`config.mk`:
```
export PLATFORM = sky130hd
export DESIGN_NAME = pkt_framer
export DESIGN_NICKNAME = d
export VERILOG_FILES = /design/src/rtl/pkt_framer.sv
export SDC_FILE = /design/constraint.sdc
export NUM_CORES = 2
export LEC_CHECK = 0
export CELL_PAD_IN_SITES_DETAIL_PLACEMENT = 1
export CELL_PAD_IN_SITES_GLOBAL_PLACEMENT = 2
export CORE_MARGIN = 3
export CORE_UTILIZATION = 42
export DETAILED_ROUTE_END_ITERATION = 12
export GPL_TIMING_DRIVEN = 0
export PLACE_DENSITY = 0.95
export SYNTH_ARGS = -nofsm -noshare
export SYNTH_HDL_FRONTEND = slang
export SYNTH_SLANG_ARGS = --single-unit
```
`constraint.sdc`:
```
create_clock -name clk -period 11.8 [get_ports clk]
set_input_delay 2.36 -clock clk [delete_from_list [all_inputs] [get_ports clk]]
set_output_delay 2.36 -clock clk [all_outputs]
set_load 0.02 [all_outputs]
```
`src/rtl/pkt_framer.sv`:
```
module pkt_framer #(
  parameter int CNT_W = 16
) (
  input  logic        clk,
  input  logic        rst,
  input  logic        cfg_we,
  input  logic [2:0]  cfg_addr,
  input  logic [31:0] cfg_wdata,
  output logic        cfg_err,
  input  logic [63:0] s_tdata,
  input  logic        s_tvalid,
  output logic        s_tready,
  output logic [63:0] m_tdata,
  output logic        m_tvalid,
  input  logic        m_tready,
  output logic        m_tlast
);
  localparam int LPP_W = CNT_W + 5;
  localparam logic [2:0] A_SPP = 3'd0, A_BPS = 3'd1, A_TPS = 3'd2, A_SRC = 3'd3,
                         A_DST = 3'd4, A_BST = 3'd5, A_TLO = 3'd6, A_THI = 3'd7;
  localparam logic [1:0] S_IDLE = 2'd0, S_HDR = 2'd1, S_TS = 2'd2, S_PAY = 2'd3;

  logic [CNT_W-1:0] spp_q, burst_q, remain_q, plen_q, cnt_q;
  logic [7:0]       bps_q;
  logic [31:0]      tps_q;
  logic [15:0]      src_q, dst_q, len_b;
  logic             eob_q, ht_q;
  logic [63:0]      ts_q, hdr;
  logic [11:0]      seq_q;
  logic [1:0]       st;
  logic [LPP_W-1:0] lpp;
  logic             out_fire, last_fire, is_last_pkt;
  logic [CNT_W-1:0] rest;

  function automatic logic [CNT_W-1:0] pick(input logic [CNT_W-1:0] rem, input logic [LPP_W-1:0] l);
    return (LPP_W'(rem) < l) ? rem : CNT_W'(l);
  endfunction

  assign lpp       = LPP_W'(({8'd0, spp_q} * {{CNT_W{1'b0}}, bps_q}) >> 3);
  assign cfg_err   = (lpp == '0);
  assign len_b     = 16'({plen_q + CNT_W'(ht_q) + CNT_W'(1), 3'b000});
  assign is_last_pkt = (remain_q == plen_q);
  assign hdr       = {2'b00, ht_q, eob_q & is_last_pkt, seq_q, len_b, src_q, dst_q};
  assign rest      = remain_q - plen_q;

  assign m_tvalid  = (st == S_HDR) || (st == S_TS) || (st == S_PAY && s_tvalid);
  assign m_tdata   = (st == S_HDR) ? hdr : (st == S_TS) ? ts_q : s_tdata;
  assign s_tready  = (st == S_PAY) && m_tready;
  assign m_tlast   = (st == S_PAY) && (cnt_q == plen_q - CNT_W'(1));
  assign out_fire  = m_tvalid && m_tready;
  assign last_fire = out_fire && m_tlast;

  always_ff @(posedge clk) begin
    if (rst) begin
      spp_q <= '0; bps_q <= '0; tps_q <= '0; src_q <= '0; dst_q <= '0;
      burst_q <= '0; eob_q <= 1'b0; ht_q <= 1'b0;
    end else if (cfg_we) begin
      case (cfg_addr)
        A_SPP: spp_q <= cfg_wdata[CNT_W-1:0];
        A_BPS: bps_q <= cfg_wdata[7:0];
        A_TPS: tps_q <= cfg_wdata;
        A_SRC: src_q <= cfg_wdata[15:0];
        A_DST: dst_q <= cfg_wdata[15:0];
        A_BST: begin
          burst_q <= cfg_wdata[CNT_W-1:0];
          eob_q   <= cfg_wdata[16];
          ht_q    <= cfg_wdata[17];
        end
        default: ;
      endcase
    end
  end

  always_ff @(posedge clk) begin
    if (rst) ts_q <= '0;
    else if (cfg_we && cfg_addr == A_TLO) ts_q[31:0] <= cfg_wdata;
    else if (cfg_we && cfg_addr == A_THI) ts_q[63:32] <= cfg_wdata;
    else if (last_fire) ts_q <= ts_q + 64'(tps_q) * 64'(spp_q);
  end

  always_ff @(posedge clk) begin
    if (rst) seq_q <= '0;
    else if (cfg_we && cfg_addr == A_DST) seq_q <= '0;
    else if (last_fire) seq_q <= seq_q + 12'd1;
  end

  always_ff @(posedge clk) begin
    if (rst) begin
      st <= S_IDLE; remain_q <= '0; plen_q <= '0; cnt_q <= '0;
    end else begin
      case (st)
        S_IDLE: if (s_tvalid && !cfg_err && burst_q != '0) begin
          remain_q <= burst_q;
          plen_q   <= pick(burst_q, lpp);
          st       <= S_HDR;
        end
        S_HDR: if (m_tready) begin
          cnt_q <= '0;
          st    <= ht_q ? S_TS : S_PAY;
        end
        S_TS: if (m_tready) st <= S_PAY;
        default: if (out_fire) begin
          cnt_q <= cnt_q + CNT_W'(1);
          if (m_tlast) begin
            remain_q <= rest;
            plen_q   <= pick(rest, lpp);
            st       <= is_last_pkt ? S_IDLE : S_HDR;
          end
        end
      endcase
    end
  end
endmodule

```
==> metrics.yaml <==
cts:
  cts-buffers-inserted: 29
  cts_htree_levels: 1
  clk-insertion-delay-late_ns: 0.60
  cts.repair.resized: 0
  clkTransAtPathRegs_ns: 0.06
  cts_buffer_depth: 3
  clkSinkCount: 232
  post_cts_setup_bufs: 0
  cts.hold.buffers_added: 0
  cts.root.buffer_cell: "sky130_fd_sc_hd__clkbuf_16"
  cts_tree: "built"
finish:
  ff_latch_area_mm2: 0.00464
  areaGrowthSynthToFinish_pct: 11.4
  final_core_util: 0.477
  post_route_cells_drive_above_1_share: 0.0215
  fillerInstances: 10100
  multi_input_gate_area_mm2: 0.0270
  design.final.nets: 5461
  final_area_mm2: 0.0395
status:
  outcome: "completed"
routing:
  via_per_instance_ratio: 5.67
  dr_pass1_iterations: 6
  postRouteWirelength_um: 147000
  avgRoutedWirePerCell_um: 25.7
  drt.antenna.violating_nets: 0
  drt_iter0_markers: 2843
  drcViolationCount: 0
  routed-via-count: 32500
critical_path:
  timing_worst_setup_path_type: "reg2out"
  crit-reg2reg-launch: "spp_q[1]"
  reg2reg_to: "ts_q[61]"
  worst_path_largest_cell_delay_ns: 1.16
  critical_path.most_common_cell: "sky130_fd_sc_hd__fa_1"
  cp_data_required_time_ns: 9.44
  worst_setup_path_end_kind: "output port"
  path_cells: "clkbuf_1 -> and2_1 -> fa_1 -> fa_1 -> fa_1 -> inv_1 -> fa_1 -> inv_1 -> ha_1 -> clkbuf_1 -> and4_1 -> nor4b_1 -> a211oi_1 -> o21a_1 -> o31a_1 -> or3_1 -> nor4_1 -> clkdlybuf4s50_1"
  crit_slowest_cell: "sky130_fd_sc_hd__nor4_1"
  r2r_slack_ns: 2.09
  arrival_ns: 8.64
  critical_path_peak_fanout: 10
  critical_path.startpoint: "spp_q[8]"
  critical_path.startpoint_type: "register"
  cells_on_worst_reg2reg_path: 24
  setup.worst_path.end: "cfg_err"
timing:
  final.setup.tns_ns: 0
  min_period_over_period: 0.933
  slew_violations: 0
  postLayoutSetupSlackWorst_ns: 0.795
  rsz0062_at_grt: "false"
  fin_worst_skew_ns: 0.0352
  worst_pin_slew_ns: 1.46
  fin_crit_ns: 11.00
  slew_headroom: 0.0286
  timing.fmax_ghz: 0.0909
  hold_violations: 0
  finalSetupViolations: 0
worst_hold_path:
  min-delay-path-class: "reg2reg"
synthesis:
  synthCells: 4392
  synth.top_cells.by_area: "sky130_fd_sc_hd__fa_1 (31%), sky130_fd_sc_hd__dfxtp_1 (13%), sky130_fd_sc_hd__nand2_1 (8.0%), sky130_fd_sc_hd__inv_1 (7.9%), sky130_fd_sc_hd__ha_1 (7.8%)"
  seq_area_frac_synth: 0.131
  synth_flop_cell: "sky130_fd_sc_hd__dfxtp_1"
  synth.net_count: 5269
  yosys_warnings: 0
  synth_edf_count: 0
  synthArstFlopShare: 0
  synthDistinctLibCells: 74
  mappedNetlistArea_mm2: 0.0355
  postSynthRegisterBits: 232
  avgSynthCellArea_um2: 8.08
  synth_top_area_share: 0.311
  post-synth-top-area-cell: "sky130_fd_sc_hd__fa_1"
place:
  dpl_worst_slack_ns: 1.56
  gpl.final_weighted_congestion: 0.969
  dp_hpwl_um: 121000
  place.port_buffers: 160
  dpl-instance-area_mm2: 0.0385
die:
  row_count: 105
  core_area_mm2: 0.0829
  floorplan.die.width_um: 297
  initial_utilization: 0.428
  die_area_mm2: 0.0880
  top_level_ports: 172
  dieHeight_um: 297
global_routing:
  grt_start_max_net_pins: 16
  grt_pass1_wl_um: 219000
  total_grt_usage: 0.336
  initial_antenna_violation_count: 10
  globalRouteOverflowTotal: 0
  first_global_vias: 34900
flow_run:
  cap_viol_max_count: 0
power_and_ir_drop:
  vdd_ir_drop_max_mv: 0.114
  total_leakage_power_nw: 18.1
  p_per_area_mw_per_mm2: 57.8
metal layers:
layer	up-vias	global-route usage	part of all wire	wire length, um
li1	14200	-	-	-
met1	16500	0.435	0.40	59200
met2	1470	0.542	0.45	66400
met4	6	0.153	0.055	8170
met5	-	0	0.00026	39
met3	356	0.0704	0.091	13500
cell usage in the layout, fill, tap and decap left out, types with 13 or more instances in the layout:
cell,n
sky130_fd_sc_hd__a22o_1,15
sky130_fd_sc_hd__nor4_1,13
sky130_fd_sc_hd__mux2i_1,105
sky130_fd_sc_hd__a21o_1,50
sky130_fd_sc_hd__clkbuf_1,234
sky130_fd_sc_hd__xor2_1,46
sky130_fd_sc_hd__nor2_1,161
sky130_fd_sc_hd__dfxtp_1,232
sky130_fd_sc_hd__xnor2_1,76
sky130_fd_sc_hd__clkdlybuf4s50_1,160
sky130_fd_sc_hd__nand4_1,24
sky130_fd_sc_hd__and2_1,288
sky130_fd_sc_hd__fa_1,551
sky130_fd_sc_hd__nor2b_1,22
sky130_fd_sc_hd__o211ai_1,18
sky130_fd_sc_hd__nand2_1,759
sky130_fd_sc_hd__o21bai_1,13
sky130_fd_sc_hd__nor3_1,45
sky130_fd_sc_hd__and3_1,23
sky130_fd_sc_hd__or3_1,16
sky130_fd_sc_hd__nand3_1,57
sky130_fd_sc_hd__o21ai_0,144
sky130_fd_sc_hd__a211oi_1,60
sky130_fd_sc_hd__ha_1,222
sky130_fd_sc_hd__a31oi_1,26
sky130_fd_sc_hd__a31o_2,14
sky130_fd_sc_hd__inv_1,748
sky130_fd_sc_hd__a21oi_1,266
sky130_fd_sc_hd__clkbuf_16,29
synth_stat cells (8+ instances only):
cell type	count
sky130_fd_sc_hd__nand2_1	759
sky130_fd_sc_hd__inv_1	748
sky130_fd_sc_hd__fa_1	551
sky130_fd_sc_hd__and2_1	288
sky130_fd_sc_hd__a21oi_1	266
sky130_fd_sc_hd__dfxtp_1	232
sky130_fd_sc_hd__clkbuf_1	229
sky130_fd_sc_hd__ha_1	222
sky130_fd_sc_hd__nor2_1	161
sky130_fd_sc_hd__o21ai_0	144
sky130_fd_sc_hd__mux2i_1	105
sky130_fd_sc_hd__xnor2_1	76
sky130_fd_sc_hd__a211oi_1	60
sky130_fd_sc_hd__nand3_1	57
sky130_fd_sc_hd__a21o_1	50
sky130_fd_sc_hd__xor2_1	46
sky130_fd_sc_hd__nor3_1	45
sky130_fd_sc_hd__a31oi_1	26
sky130_fd_sc_hd__nand4_1	24
sky130_fd_sc_hd__and3_1	23
sky130_fd_sc_hd__nor2b_1	22
sky130_fd_sc_hd__o211ai_1	18
sky130_fd_sc_hd__or3_1	16
sky130_fd_sc_hd__a22o_1	15
sky130_fd_sc_hd__a31o_2	14
sky130_fd_sc_hd__nor4_1	13
sky130_fd_sc_hd__o21bai_1	13
sky130_fd_sc_hd__o21a_1	11
sky130_fd_sc_hd__buf_1	10
sky130_fd_sc_hd__o211a_1	10
sky130_fd_sc_hd__clkbuf_2	9
sky130_fd_sc_hd__mux2_2	9
sky130_fd_sc_hd__a221oi_1	8
sky130_fd_sc_hd__nand2b_1	8
critical path: cells and delay by family, from the launching register on:
family	cells	cell delay, ns
flip-flops	1	0.54
AND/OR/NAND/NOR	5	2.48
adder cells (fa/ha/maj)	5	2.36
buffers and inverters	5	1.91
AO/OA/AOI/OAI	3	0.75
final cells by class:
type	instances	area share
antenna	3	0.000190
inverter	749	0.0711
clock inverter	19	0.00649
sequential	232	0.118
buffer	257	0.0253
multi-input combinational	3154	0.684
clock buffer	35	0.0192
tap	1123	0.0356
timing repair buffer	161	0.0406
worst min-delay path by stage:
| stage | to | slack, ns | depth (start not counted) | from |
|---|---|---|---|---|
| global placement | dst_q[0] | 0.44 | 2 | dst_q[0] |
| global route | dst_q[10] | 0.48 | 2 | dst_q[10] |
| CTS | dst_q[10] | 0.46 | 2 | dst_q[10] |
| detailed placement | dst_q[10] | 0.45 | 2 | dst_q[10] |
| floorplan | eob_q | 0.44 | 2 | eob_q |
| finish | src_q[1] | 0.46 | 2 | src_q[1] |
flip-flops by register name (all words and copies together), names as in the netlist, 12 cells and up:
signal    flops
src_q        16
dst_q        16
ts_q         64
tps_q        32
plen_q       16
seq_q        12
remain_q     16
cnt_q        16
burst_q      16
spp_q        16
power by group:
part	total, mW	leakage (nW)	switching, mW	internal (mW)
clock network	0.972	0.488	0.400	0.572
registers	0.827	1.88	0.0290	0.798
logic	0.485	15.8	0.327	0.159
logic make-up after synthesis:
family,Yosys count,synth area share
and+or+nand+nor,1452,0.189
muxes,114,0.0325
DFF,232,0.131
adders and majority gates,773,0.389
xor gates and xnor gates,123,0.0307
AOI/OAI and AO/OA,692,0.120
buffers and inverters,1006,0.107
stage by stage:
| stage | hold slack, ns | instances | power (mW) |
|---|---|---|---|
| detailed placement | 0.447 | 5676 | 1.31 |
| global placement | 0.443 | 5675 | 1.31 |
| global route | 0.477 | 5730 | 2.34 |
| CTS | 0.456 | 5730 | 2.27 |
| floorplan | 0.436 | 4392 | 1.08 |
| finish | 0.455 | 5733 | 2.28 |
Power figures use the tool's default switching activity.
